File: src/rtl/dla_pkg.sv
package dla_pkg;
   typedef enum logic [1:0] {
      MODE_SINGLE  = 2'b00,
      MODE_SEQ     = 2'b01,
      MODE_NONSTOP = 2'b10,
      MODE_RSVD    = 2'b11
   } xfer_mode_e;

   function automatic logic mask_on_every_operand(input logic [1:0] m);
      return (m == MODE_SINGLE) || (m == MODE_RSVD);
   endfunction
endpackage

File: src/rtl/dla_sync.sv
module dla_sync #(
   parameter int WIDTH  = 4,
   parameter int STAGES = 2
) (
   input  logic             clk,
   input  logic             rst,
   input  logic [WIDTH-1:0] req_n_i,
   output logic [WIDTH-1:0] req_bit_o
);
   if (STAGES < 1) begin : g_bad_stages
      $error("dla_sync: STAGES must be at least 1");
   end

   logic [WIDTH-1:0] stage_q [STAGES];

   for (genvar s = 0; s < STAGES; s++) begin : g_stage
      always_ff @(posedge clk) begin
         if (rst) stage_q[s] <= '1;
         else if (s == 0) stage_q[s] <= req_n_i;
         else stage_q[s] <= stage_q[(s == 0) ? 0 : s-1];
      end
   end

   assign req_bit_o = ~stage_q[STAGES-1];

   assert_sync_reset_R1: assert property (@(posedge clk)
      rst |=> (req_bit_o == '0));
endmodule

File: src/rtl/dla_mask_ctr.sv
module dla_mask_ctr #(
   parameter int MASK_CYC = 3,
   localparam int CW = (MASK_CYC < 2) ? 1 : $clog2(MASK_CYC + 1)
) (
   input  logic clk,
   input  logic rst,
   input  logic load_i,
   output logic masked_o
);
   if (MASK_CYC < 0) begin : g_bad_len
      $error("dla_mask_ctr: MASK_CYC must not be negative");
   end

   if (MASK_CYC == 0) begin : g_no_mask
      assign masked_o = 1'b0;
   end else begin : g_counter
      logic [CW-1:0] cnt_q;

      always_ff @(posedge clk) begin
         if (rst) cnt_q <= '0;
         else if (load_i) cnt_q <= CW'(MASK_CYC);
         else if (cnt_q != '0) cnt_q <= cnt_q - 1'b1;
      end

      assign masked_o = (cnt_q != '0);

      assert_load_window_R5: assert property (@(posedge clk) disable iff (rst)
         load_i |=> (cnt_q == CW'(MASK_CYC)));
      assert_count_down_R9: assert property (@(posedge clk) disable iff (rst)
         (!load_i && cnt_q != '0) |=> (cnt_q == $past(cnt_q) - 1'b1));
      assert_no_overrun_R5: assert property (@(posedge clk) disable iff (rst)
         cnt_q <= CW'(MASK_CYC));
   end
endmodule

File: src/rtl/dla_prio_arb.sv
module dla_prio_arb #(
   parameter int N_CH = 4
) (
   input  logic [N_CH-1:0] req_i,
   output logic [N_CH-1:0] grant_o
);
   always_comb begin
      grant_o = '0;
      for (int c = N_CH - 1; c >= 0; c--) begin
         if (req_i[c]) grant_o = N_CH'(1) << c;
      end
   end

   always_comb begin
      assert_onehot_grant_R3: assert ($onehot0(grant_o));
      assert_grant_has_req_R3: assert ((grant_o & ~req_i) == '0);
   end
endmodule

File: src/rtl/dla_arbiter.sv
module dla_arbiter #(
   parameter int N_CH        = 4,
   parameter int SYNC_STAGES = 2,
   parameter int MASK_CYC    = 3
) (
   input  logic              clk,
   input  logic              rst,
   input  logic [N_CH-1:0]   req_n_i,
   input  logic [2*N_CH-1:0] mode_i,
   input  logic              eop_i,
   input  logic              bcnt_zero_i,
   output logic [N_CH-1:0]   ack_o
);
   import dla_pkg::*;

   if (N_CH < 1 || N_CH > 32) begin : g_bad_nch
      $error("dla_arbiter: N_CH out of range");
   end

   logic [N_CH-1:0] req_bit;
   logic [N_CH-1:0] masked;
   logic [N_CH-1:0] eff_req;
   logic [N_CH-1:0] grant;
   logic [N_CH-1:0] end_evt;
   logic [N_CH-1:0] ack_q;
   logic            busy;

   dla_sync #(.WIDTH(N_CH), .STAGES(SYNC_STAGES)) u_sync (
      .clk(clk), .rst(rst), .req_n_i(req_n_i), .req_bit_o(req_bit)
   );

   assign busy = |ack_q;

   for (genvar c = 0; c < N_CH; c++) begin : g_chan
      logic [1:0] m;
      assign m = mode_i[2*c +: 2];
      assign end_evt[c] = eop_i & ack_q[c] & (mask_on_every_operand(m) | bcnt_zero_i);

      dla_mask_ctr #(.MASK_CYC(MASK_CYC)) u_mask (
         .clk(clk), .rst(rst), .load_i(end_evt[c]), .masked_o(masked[c])
      );

      assign eff_req[c] = req_bit[c] & ~masked[c];

      assert_masked_not_granted_R6: assert property (@(posedge clk) disable iff (rst)
         $rose(ack_q[c]) |-> $past(!masked[c] && req_bit[c]));
      assert_partial_no_mask_R7: assert property (@(posedge clk) disable iff (rst)
         (eop_i && ack_q[c] && !bcnt_zero_i && !mask_on_every_operand(m) && !masked[c])
            |=> !masked[c]);
   end

   dla_prio_arb #(.N_CH(N_CH)) u_arb (.req_i(eff_req), .grant_o(grant));

   always_ff @(posedge clk) begin
      if (rst) ack_q <= '0;
      else if (busy) begin
         if (eop_i) ack_q <= '0;
      end else ack_q <= grant;
   end

   assign ack_o = ack_q;

   assert_ack_onehot_R3: assert property (@(posedge clk) disable iff (rst)
      $onehot0(ack_o));
   assert_ack_hold_R4: assert property (@(posedge clk) disable iff (rst)
      (busy && !eop_i) |=> (ack_o == $past(ack_o)));
   assert_ack_drop_R4: assert property (@(posedge clk) disable iff (rst)
      (busy && eop_i) |=> (ack_o == '0));
   assert_reset_clear_R1: assert property (@(posedge clk)
      rst |=> (ack_o == '0));
   assert_idle_eop_R10: assert property (@(posedge clk) disable iff (rst)
      (!busy && eop_i) |=> (masked == $past(masked) >> 0 || (masked & ~$past(masked)) == '0));
endmodule

File: config.mk
export PLATFORM = sky130hd
export DESIGN_NAME = dla_arbiter
export DESIGN_NICKNAME = d
export VERILOG_FILES = /design/src/rtl/dla_pkg.sv /design/src/rtl/dla_sync.sv /design/src/rtl/dla_mask_ctr.sv /design/src/rtl/dla_prio_arb.sv /design/src/rtl/dla_arbiter.sv
export SDC_FILE = /design/constraint.sdc
export NUM_CORES = 1
export LEC_CHECK = 0
export ABC_AREA = 1
export BUFFER_PORTS_ARGS = -buffer_cell sky130_fd_sc_hd__buf_2
export CAP_MARGIN = 10
export CORE_MARGIN = 5
export CORE_UTILIZATION = 40
export CTS_BUF_LIST = sky130_fd_sc_hd__clkbuf_8
export CTS_CLUSTER_SIZE = 20
export DETAILED_ROUTE_END_ITERATION = 8
export SLEW_MARGIN = 20
export SYNTH_ARGS = -nofsm -noshare
export SYNTH_HDL_FRONTEND = slang
export SYNTH_SLANG_ARGS = --single-unit
export TNS_END_PERCENT = 50
File: constraint.sdc
create_clock -name clk -period 1.4 [get_ports clk]
set_input_delay 0.07 -clock clk [delete_from_list [all_inputs] [get_ports clk]]
set_output_delay 0.07 -clock clk [all_outputs]
set_load 0.01 [all_outputs]
Yosys cells after proc, flatten, opt, wreduce, memory -nomap -nowiden
Memories as Yosys holds them, arrays and structs flattened.
Cells that the tools add are included.
W data, S select, Z words.
{ "totals": {"ramBits": 8, "in_bits": 16, "output_inout_bits": 4, "mem_count": 1, "reg_bits": 12, "elab_cells": 74} }
{ "op_classes": {"add_sub_neg": 4, "bitwise": 23, "n_reduce_logical": 17, "n_eq_ne": 5, "n_mux": 19} }
{ "memory_table": {"columns": ["name", "depth", "width", "read_ports", "rd_clocked_by_memory_dff", "write_ports", "line_no", "text"], "rows": [
  ["u_sync.stage_q", 2, 4, 2, 0, 2, "dla_sync.sv:14", "logic [WIDTH-1:0] stage_q [STAGES];"]
]} }
{ "ops": {"columns": ["operator", "n"], "rows": [
  ["$mux W4", 8],
  ["$mux W2", 8],
  ["$reduce_bool A2 Y1", 8],
  ["$and A1 B1 Y1", 12],
  ["$eq A2 B2 Y1 const B", 4],
  ["$logic_not A2 Y1", 4],
  ["$sub A2 B1 Y2 const B", 4],
  ["$or A1 B1 Y1", 6],
  ["$logic_or A1 B1 Y1", 4],
  ["$not A1 Y1", 4],
  ["$not A4 Y4", 1],
  ["$reduce_or A4 Y1", 1],
  ["$mux W1", 3],
  ["$ne A2 B2 Y1 const B", 1]
]} }

Depth between registers and ports, before layout
Gate-level depths: netlist of the first run.
{ "logic_depth": {"ltp_word": 8, "depth_mapped": 8} }

By module
A second synthesis of the first run with hierarchy kept.
{ "unflattened": {"hier_cells": 170, "area_unflattened_um2": 1047.3} }
{ "modules_own_cells": {"columns": ["mod", "cells_per_inst", "instances", "area_per_inst_um2"], "rows": [
  ["dla_mask_ctr", 19, 4, 116.4],
  ["dla_arbiter", 56, 1, 305.3],
  ["dla_sync", 29, 1, 239.0],
  ["dla_prio_arb", 9, 1, 37.5]
]} }

Least setup slack after synthesis of the first run
OpenSTA, ideal clock, no wires.
{ "synth_timing": {"path_kind": "flip-flop to flip-flop", "start": "register g_chan[3].u_mask.g_counter.cnt_q[0]", "end": "register ack_q[3] (netlist: ack_o[3])", "required_time_ps": 1272, "setup_slack_ps": 395, "arrival_ps": 878, "path_stages_with_launch": 9, "setup_ps": 128, "n_path_buf": 0, "path_cell_list": "dfxtp_1 > inv_1 > ha_1 > inv_1 > nor2_2 > nand3_1 > nor2_1 > nor2_1 > nor2_1"} }
{ "synth_via": {"elab_chain_len": 8} }
{ "synth_lines": {"columns": ["item", "line_no", "text"], "rows": [
  ["start, declared", "dla_mask_ctr.sv:17", "logic [CW-1:0] cnt_q;"],
  ["start signal, assigned", "dla_mask_ctr.sv:21", "else if (load_i) cnt_q <= CW'(MASK_CYC);"],
  ["start signal, assigned", "dla_mask_ctr.sv:22", "else if (cnt_q != '0) cnt_q <= cnt_q - 1'b1;"],
  ["$reduce_bool A2 Y1", "dla_mask_ctr.sv:25", "assign masked_o = (cnt_q != '0);"],
  ["$not A1 Y1", "dla_arbiter.sv:43", "assign eff_req[c] = req_bit[c] & ~masked[c];"],
  ["$and A1 B1 Y1", "dla_arbiter.sv:43", null],
  ["$mux W4 (4 in a row)", "dla_prio_arb.sv:10", "if (req_i[c]) grant_o = N_CH'(1) << c;"],
  ["$mux W4", "dla_arbiter.sv:56", "else if (busy) begin"],
  ["end signal, assigned", "dla_arbiter.sv:58", "end else ack_q <= grant;"],
  ["end, declared", "dla_arbiter.sv:25", "logic [N_CH-1:0] ack_q;"]
]} }
Every way passes these cells.
A chain may end at the register's enable or synchronous reset.

Worst setup path in the final report of the first run
{ "layout_timing": {"start": "register g_chan[1].u_mask.g_counter.cnt_q[0]", "end": "register ack_q[2] (netlist: ack_o[2])"} }
{ "layout_via": {"elab_chain_len": 6} }
{ "layout_lines": {"columns": ["item", "line_no"], "rows": [
  ["start, declared", "dla_mask_ctr.sv:17"],
  ["start signal, assigned", "dla_mask_ctr.sv:21"],
  ["start signal, assigned", "dla_mask_ctr.sv:22"],
  ["$reduce_bool A2 Y1", "dla_mask_ctr.sv:25"],
  ["$not A1 Y1", "dla_arbiter.sv:43"],
  ["$and A1 B1 Y1", "dla_arbiter.sv:43"],
  ["$mux W4 (2 in a row)", "dla_prio_arb.sv:10"],
  ["$mux W4", "dla_arbiter.sv:56"]
]} }
Every way passes these cells.

==> results of run 1 <==
-- registers in the layout, indices dropped and copies added, names as in the netlist --
signal,count
g_chan.u_mask.g_counter.cnt_q,8
ack_o,4
u_sync.stage_q,8
-- cell usage after synthesis --
cell type / count
inv_2: 1
a21oi_2: 1
buf_2: 1
o21ai_0: 4
dfxtp_1: 20
xor2_1: 4
a21oi_1: 10
clkbuf_1: 1
inv_1: 23
ha_1: 4
nor2_1: 18
or2_2: 8
nand2_1: 28
nand3_1: 4
nor2_2: 2
-- layout make-up --
| type | instances | area share |
|---|---|---|
| multi-input cells | 83 | 0.3773 |
| flip-flops and latches | 20 | 0.3604 |
| repair buffers | 22 | 0.1126 |
| inverters | 24 | 0.08108 |
| clock buffers | 3 | 0.03716 |
| well taps | 28 | 0.03153 |
-- metrics by stage --
| step | hold WS [ns] | instance area, um2 | worst slack (ns) | total power, W | cells |
|---|---|---|---|---|---|
| after floorplan | 0.1738 | 918.4 | 0.3947 | 0.001188 | 129 |
| after global placement | 0.2524 | 1040 | 0.2990 | 0.001276 | 174 |
| after detailed placement | 0.2540 | 1040 | 0.2819 | 0.001315 | 174 |
| after CTS | 0.0005553 | 1111 | 0.2598 | 0.001685 | 180 |
| after global routing | 0.008840 | 1111 | 0.1254 | 0.001814 | 180 |
| final | 0.002387 | 1111 | 0.2774 | 0.001654 | 180 |
-- cells by family after synthesis --
| group | count (synthesis) |
|---|---|
| fa+ha+maj | 4 |
| flops | 20 |
| simple gates | 60 |
| buf+inv | 26 |
| compound gates | 15 |
| xor+xnor | 4 |
-- worst register-to-register path, stage by stage, from the launching register on --
cell	delay [ns]
dfxtp_1	0.35
inv_1	0.05
ha_1	0.22
nand2_1	0.14
nand3_1	0.09
nor2_1	0.11
nor2_1	0.04
nor2_1	0.06
-- worst paths after layout --
check	slack, ns	depth (start not counted)	endpoint	startpoint
max	0.28	7	ack_o[2]	g_chan[1].u_mask.g_counter.cnt_q[0]
max reg2reg	0.28	7	ack_o[2]	g_chan[1].u_mask.g_counter.cnt_q[0]
min	0.002	2	u_sync.stage_q[0][0]	req_n_i[0]
min reg2reg	0.41	1	u_sync.stage_q[1][1]	u_sync.stage_q[0][1]
-- per-layer routing --
metal  up-vias  share of wire
li1        432              -
met1       337           0.44
met5         -              0
met4         0          0.010
met3         2          0.057
met2        18           0.49
-- power breakdown --
part           internal [W]  leakage (nW)  switching (W)  total (W)
sequential         0.000682         0.165      0.0000608   0.000743
clock              0.000191        0.0216       0.000163   0.000354
combinational      0.000253         0.391       0.000304   0.000558
total               0.00113         0.578       0.000528    0.00165
==> flow_summary.rst, run 1 <==
.. list-table::
   :header-rows: 1

   * - Metric
     - Value
   * - Delay-heaviest family, CP
     - simple AND/OR/NAND/NOR gates
   * - Number of different library cells in the post-synthesis netlist
     - 15
   * - Worst relative slew slack
     - 0.7862
   * - Cell Area, Synth
     - a little over 900 um2
   * - Buffers inserted by post-CTS timing repair
     - 0
   * - Die area
     - approximately 0.0034 mm2
   * - Leading area contributor after synthesis
     - dfxtp_1
   * - Cell type with the highest occurrence count on the critical path
     - nor2_1
   * - Most common cell after layout, fill and taps aside
     - nand2_1
   * - Part of the cycle the worst path needs
     - 0.8018
   * - Hold Fails Final Rpt
     - 0
   * - Final sum of negative setup slack
     - 0 ns
   * - Largest family of logic cells by synthesized area
     - simple AND/OR/NAND/NOR gates
   * - Initial core utilization
     - 0.4152
   * - Worst-path cell with the longest stage delay
     - dfxtp_1
   * - Largest voltage drop on the vdd net
     - 0.8450 mV
   * - Most Used Layer, Global Route
     - met2
   * - Area of combinational cells with multiple inputs
     - ~420 um2
   * - Number of nets in the layout
     - ~170
   * - Met1 global-route usage
     - 0.1365
   * - Total track usage
     - 0.1173
   * - Post-synthesis sequential area ratio
     - 0.4360
   * - Core region area
     - around 0.0022 mm2
   * - Fin Clk Skew
     - 0.004009 ns
   * - Most frequent cells in the layout
     - nand2_1, inv_1, dfxtp_1, buf_2, nor2_1
   * - Residual DRC count
     - 0
   * - CTS tree
     - built
   * - Post-synthesis mux area share
     - 0
   * - Antenna cells
     - 0
   * - Routed wire per std cell
     - between 9 and 10 um
   * - Maximum count of clock buffers along a single path
     - 2
   * - Met2 usage in global routing
     - 0.2048
   * - Simple-gate area share of the yosys netlist
     - 0.2779
   * - Final setup violating endpoints
     - 0
   * - Worst setup path class
     - reg -> reg
   * - Fin util
     - 0.5023
   * - Width of the chip
     - 57.92 um
   * - Met3 Use GR
     - 0.02673
   * - Largest cells by area after synthesis
     - dfxtp_1, nand2_1, inv_1
   * - Pwr dens
     - approximately 1500 mW/mm2
   * - Clock slew at the register clock pins of the worst setup and hold paths
     - about 0.070 ns
   * - Minimum clock period after layout
     - roughly 1.1 ns
   * - HPWL after detailed placement
     - 1.293 mm
   * - Area share of fa/ha/maj cells after synthesis
     - 0.05450
   * - Filler cells
     - 228
   * - CP Launch Type
     - flip-flop
   * - Total of cells resized after clock tree synthesis
     - 0
   * - Class of the worst hold path
     - in -> reg
   * - Violation count after the first detailed-route iteration
     - 23
   * - First-pass iteration count of the detailed router
     - 4
   * - Vias in the first global route
     - between 700 and 800
   * - Status
     - finished, final reports clean
   * - Synthesized-area fraction occupied by ao, oa, aoi and oai cells
     - 0.08583
   * - Maximum number of pins on one net before global-route repair
     - 21
   * - Overall via count from detail_route
     - a little under 800
   * - Y dimension of the die
     - about 58 um
   * - Global route overflow
     - 0
   * - Worst Setup End Kind
     - flip-flop
   * - Warning count from the yosys run
     - 0
   * - Initial antenna violation count
     - 0
   * - Total number of H-tree levels
     - 1
   * - Flops & latches, synth
     - 20
   * - Total buffers and inverters traversed by the critical path
     - 1
   * - Number of vias per cell
     - around 4.4
   * - Fmax
     - approximately 900 MHz
   * - Gpl congestion
     - approximately 0.8
   * - First-pass GRT wire length
     - a little over 3 mm
   * - Clock Tree Root
     - clkbuf_8
   * - Ordered cell list for the critical path
     - inv_1 > ha_1 > nand2_1 > nand3_1 > nor2_1 > nor2_1 > nor2_1
   * - Avg Inst Size Synth
     - slightly above 7 um2
   * - Signed area change from the synthesized netlist to the final layout
     - 20.98%
   * - Slew @ Worst Pin
     - around 0.32 ns
   * - Endpoint arrival time on the critical path
     - 1.31 ns
   * - Number of pins with negative max-slew slack in the final report
     - 0
   * - Total clock buffers created by CTS
     - 3
   * - Hold-fix buffers, CTS
     - 3
   * - CTS sink count
     - 20
   * - Number of violations of the max-capacitance limit
     - 0
   * - FP Rows
     - 17
   * - Net count after synthesis
     - roughly 150
   * - Endpoint required time on the critical path
     - 1.59 ns
   * - Fraction of final layout cells with drive strength greater than 1
     - 0.2237
   * - Synth Area in XOR/XNOR
     - 0.03815
   * - Clock insertion delay at the later pin of the skew report
     - 0.25 ns
   * - Sequential cell area
     - between 400 and 500 um2
   * - Crit Path Max Fanout
     - 3
   * - Crit-path max cell delay
     - roughly 0.35 ns
   * - Count of buffers from port buffering
     - 19
   * - Number of routed nets with antenna violations
     - 0
   * - Unrepaired setup endpoints after global routing
     - no
   * - LEAKAGE
     - just under 0.6 nW
   * - Synthesized netlist cell count
     - 129
   * - Top cell type's share of synthesized area
     - 0.4360
   * - Total wirelength of the detailed-routed design
     - ~1.7 mm
   * - Number of primary I/O pins
     - 20
No activity file was read; power rests on OpenSTA's default activity.
==> inputs of run 2 (changes only) <==
- clock period: 1.4 -> 1 ns (I/O delays scaled with it)
==> flow_summary.rst, run 2 (synthesis results as in run 1) <==
.. list-table::
   :header-rows: 1

   * - Metric
     - Value
   * - Clock slew at the register clock pins of the worst setup and hold paths
     - 0.07 ns (about the same)
   * - Class of the worst hold path
     - in -> reg (unchanged)
   * - Number of primary I/O pins
     - 20 (unchanged)
   * - Worst Setup End Kind
     - flip-flop (unchanged)
   * - Switch share
     - 0.3192 (about the same)
   * - Endpoint arrival time on the critical path
     - 1.17 ns (was 1.31 ns)
   * - Core region area
     - 0.002212 mm2 (unchanged)
   * - Number of routed nets with antenna violations
     - 0 (unchanged)
   * - Part of the cycle the worst path needs
     - 0.9733 (was 0.8018)
   * - Number of vias per cell
     - 4.392 (was 4.383)
   * - First-pass GRT wire length
     - 2.967 mm (was 3.077 mm)
   * - Maximum count of clock buffers along a single path
     - 2 (unchanged)
   * - Total number of H-tree levels
     - 1 (unchanged)
   * - CTS sink count
     - 20 (unchanged)
   * - DP Cell Count
     - 178 (was 174)
   * - Global route overflow
     - 0 (unchanged)
   * - LEAKAGE
     - 0.6241 nW (was 0.5782 nW)
   * - Slew @ Worst Pin
     - 0.3257 ns (was 0.3207 ns)
   * - Overall via count from detail_route
     - 817 (was 789)
   * - Filler cells
     - 225 (was 228)
   * - Post-route non-filler standard cell count
     - 186 (was 180)
   * - Vias in the first global route
     - 761 (was 767)
   * - Fraction of final layout cells with drive strength greater than 1
     - 0.4051 (was 0.2237)
   * - Hold Fails Final Rpt
     - 0 (unchanged)
   * - Net Switching
     - 0.0009033 W (was 0.0005280 W)
   * - CTS tree
     - built (unchanged)
   * - Largest voltage drop on the vdd net
     - 1.359 mV (was 0.8450 mV)
   * - Routed wire per std cell
     - 9.419 um (was 9.217 um)
   * - Worst setup path class
     - reg -> reg (unchanged)
   * - Number of pins with negative max-slew slack in the final report
     - 0 (unchanged)
   * - Maximum number of pins on one net before global-route repair
     - 21 (unchanged)
   * - Most common cell after layout, fill and taps aside
     - nand2_1 (unchanged)
   * - Antenna cells
     - 0 (unchanged)
   * - Endpoint required time on the critical path
     - 1.19 ns (was 1.59 ns)
   * - Clock insertion delay at the later pin of the skew report
     - 0.25 ns (about the same)
   * - Gpl congestion
     - 0.8311 (was 0.8101)
   * - Violation count after the first detailed-route iteration
     - 5 (was 23)
   * - Residual DRC count
     - 0 (unchanged)
   * - Unrepaired setup endpoints after global routing
     - yes (was no)
   * - Number of violations of the max-capacitance limit
     - 0 (unchanged)
   * - Combinational share of power
     - 0.409 (was 0.337)
   * - Number of nets in the layout
     - 179 (was 174)
   * - Initial core utilization
     - 0.4152 (unchanged)
   * - Die area
     - 0.003354 mm2 (unchanged)
   * - Clock Tree Root
     - clkbuf_8 (unchanged)
   * - Final sum of negative setup slack
     - 0 ns (unchanged)
   * - Crit Path Max Fanout
     - 3 (unchanged)
   * - Final setup violating endpoints
     - 0 (unchanged)
   * - Initial antenna violation count
     - 0 (unchanged)
   * - Fmax
     - 1027 MHz (was 890.8 MHz)
   * - Width of the chip
     - 57.92 um (unchanged)
   * - Fin Clk Skew
     - 0.005319 ns (was 0.004009 ns)
   * - Minimum clock period after layout
     - 0.9733 ns (was 1.123 ns)
   * - Status
     - finished, final reports clean (unchanged)
   * - Proportion of power drawn by flip-flops and latches
     - 0.381 (was 0.449)
   * - Y dimension of the die
     - 57.92 um (unchanged)
   * - Count of buffers from port buffering
     - 19 (unchanged)
   * - Most frequent cells in the layout
     - nand2_1, buf_2, nor2_1, inv_1, dfxtp_1 (was nand2_1, inv_1, dfxtp_1, buf_2, nor2_1)
   * - Signed area change from the synthesized netlist to the final layout
     - 35.70% (was 20.98%)
   * - FP Rows
     - 17 (unchanged)
   * - Worst relative slew slack
     - 0.7829 (was 0.7862)
   * - First-pass iteration count of the detailed router
     - 6 (was 4)
   * - Total wirelength of the detailed-routed design
     - 1.752 mm (was 1.659 mm)
   * - Pwr dens
     - 2270 mW/mm2 (was 1488 mW/mm2)
   * - Total clock buffers created by CTS
     - 3 (unchanged)
   * - CP Launch Type
     - flip-flop (unchanged)
   * - HPWL after detailed placement
     - 1.284 mm (was 1.293 mm)
   * - Internal power contribution
     - 0.001926 W (was 0.001126 W)
   * - Total track usage
     - 0.1117 (was 0.1173)
   * - Part of the power in the clock network
     - 0.210 (was 0.214)
[run 2: cell count changes in the layout (fill, tap and decap cells not counted), moves of 2 or more]
cell / before / now
ha_4: 0 / 4
dfxtp_1: 20 / 12
nand2_1: 28 / 26
inv_1: 23 / 14
ha_1: 4 / 0
dfxtp_2: 0 / 8
buf_4: 0 / 4
inv_2: 1 / 9
[run 2: power by group through the flow]
stage	sequential, W	combinational (W)	clock [W]
final	0.00108	0.00116	0.000596
after global routing	0.00110	0.00133	0.000651
after CTS	0.00104	0.000983	0.000611
after detailed placement	0.00105	0.000894	0
after global placement	0.00104	0.000848	0
after floorplan	0.00104	0.000633	0
[run 2: stage by stage]
| step | setup WS [ns] | hold WS, ns | instance area [um2] | power [W] | utilization |
|---|---|---|---|---|---|
| 2_1_floorplan | 0.002420 | 0.1538 | 920.9 | 0.001678 | - |
| 5_1_grt | -0.07009 | 0.1828 | 1246 | 0.003078 | 0.5633 |
| 3_5_place_dp | -0.09315 | 0.2341 | 1072 | 0.001941 | 0.4847 |
| 6_report | 0.02672 | 0.1651 | 1246 | 0.002829 | 0.5633 |
| 3_3_place_gp | -0.08315 | 0.2320 | 1072 | 0.001886 | 0.4847 |
| 4_1_cts | -0.006989 | 0.1674 | 1191 | 0.002639 | 0.5385 |
[run 2: what timing repair did]
| action | in CTS | in global routing |
|---|---|---|
| resized for setup | 10 | 20 |
| endpoints found under the setup margin | 6 | 8 |
| setup buffers | 0 | 0 |
| pin swaps | 3 | 9 |
| hold buffers | 4 | 0 |
| endpoints found under the hold margin | 4 | 0 |
[run 2: path summary, 6_finish.rpt]
check                           cells after the start  slack [ns]              endpoint                                 from
worst max register to register                      8        0.03              ack_o[3]  g_chan[3].u_mask.g_counter.cnt_q[0]
worst min register to register                      1        0.41  u_sync.stage_q[1][2]                 u_sync.stage_q[0][2]
worst min-delay path                                4        0.17              ack_o[3]                                eop_i
worst max-delay path                                8        0.03              ack_o[3]  g_chan[3].u_mask.g_counter.cnt_q[0]
[run 2: routing by layer]
metal  vias to the layer above  global-route usage  wire length (um)
met3                         2             0.03118                88
met5                         -                   0                 0
met2                        13              0.1887               859
met4                         0             0.03974                10
li1                        446                   -                 -
met1                       356              0.1350               794
[run 2: cell type report]
type	count	area, um2	share of cell area
Tap cell	28	35.03	0.02811
Timing Repair Buffer	27	165.2	0.1325
Sequential cell	20	410.4	0.3293
Clock buffer	4	55.05	0.04418
Inverter	24	92.59	0.07430
Multi-Input combinational cell	83	488.0	0.3916
[run 2: critical path, cell delays in order (launching register included)]
cell     delay (ns)
dfxtp_2        0.33
inv_2          0.06
ha_4           0.15
inv_4          0.03
nor2_2         0.06
nand3_1        0.06
nor2_1         0.10
nor2_1         0.05
nor2_1         0.07
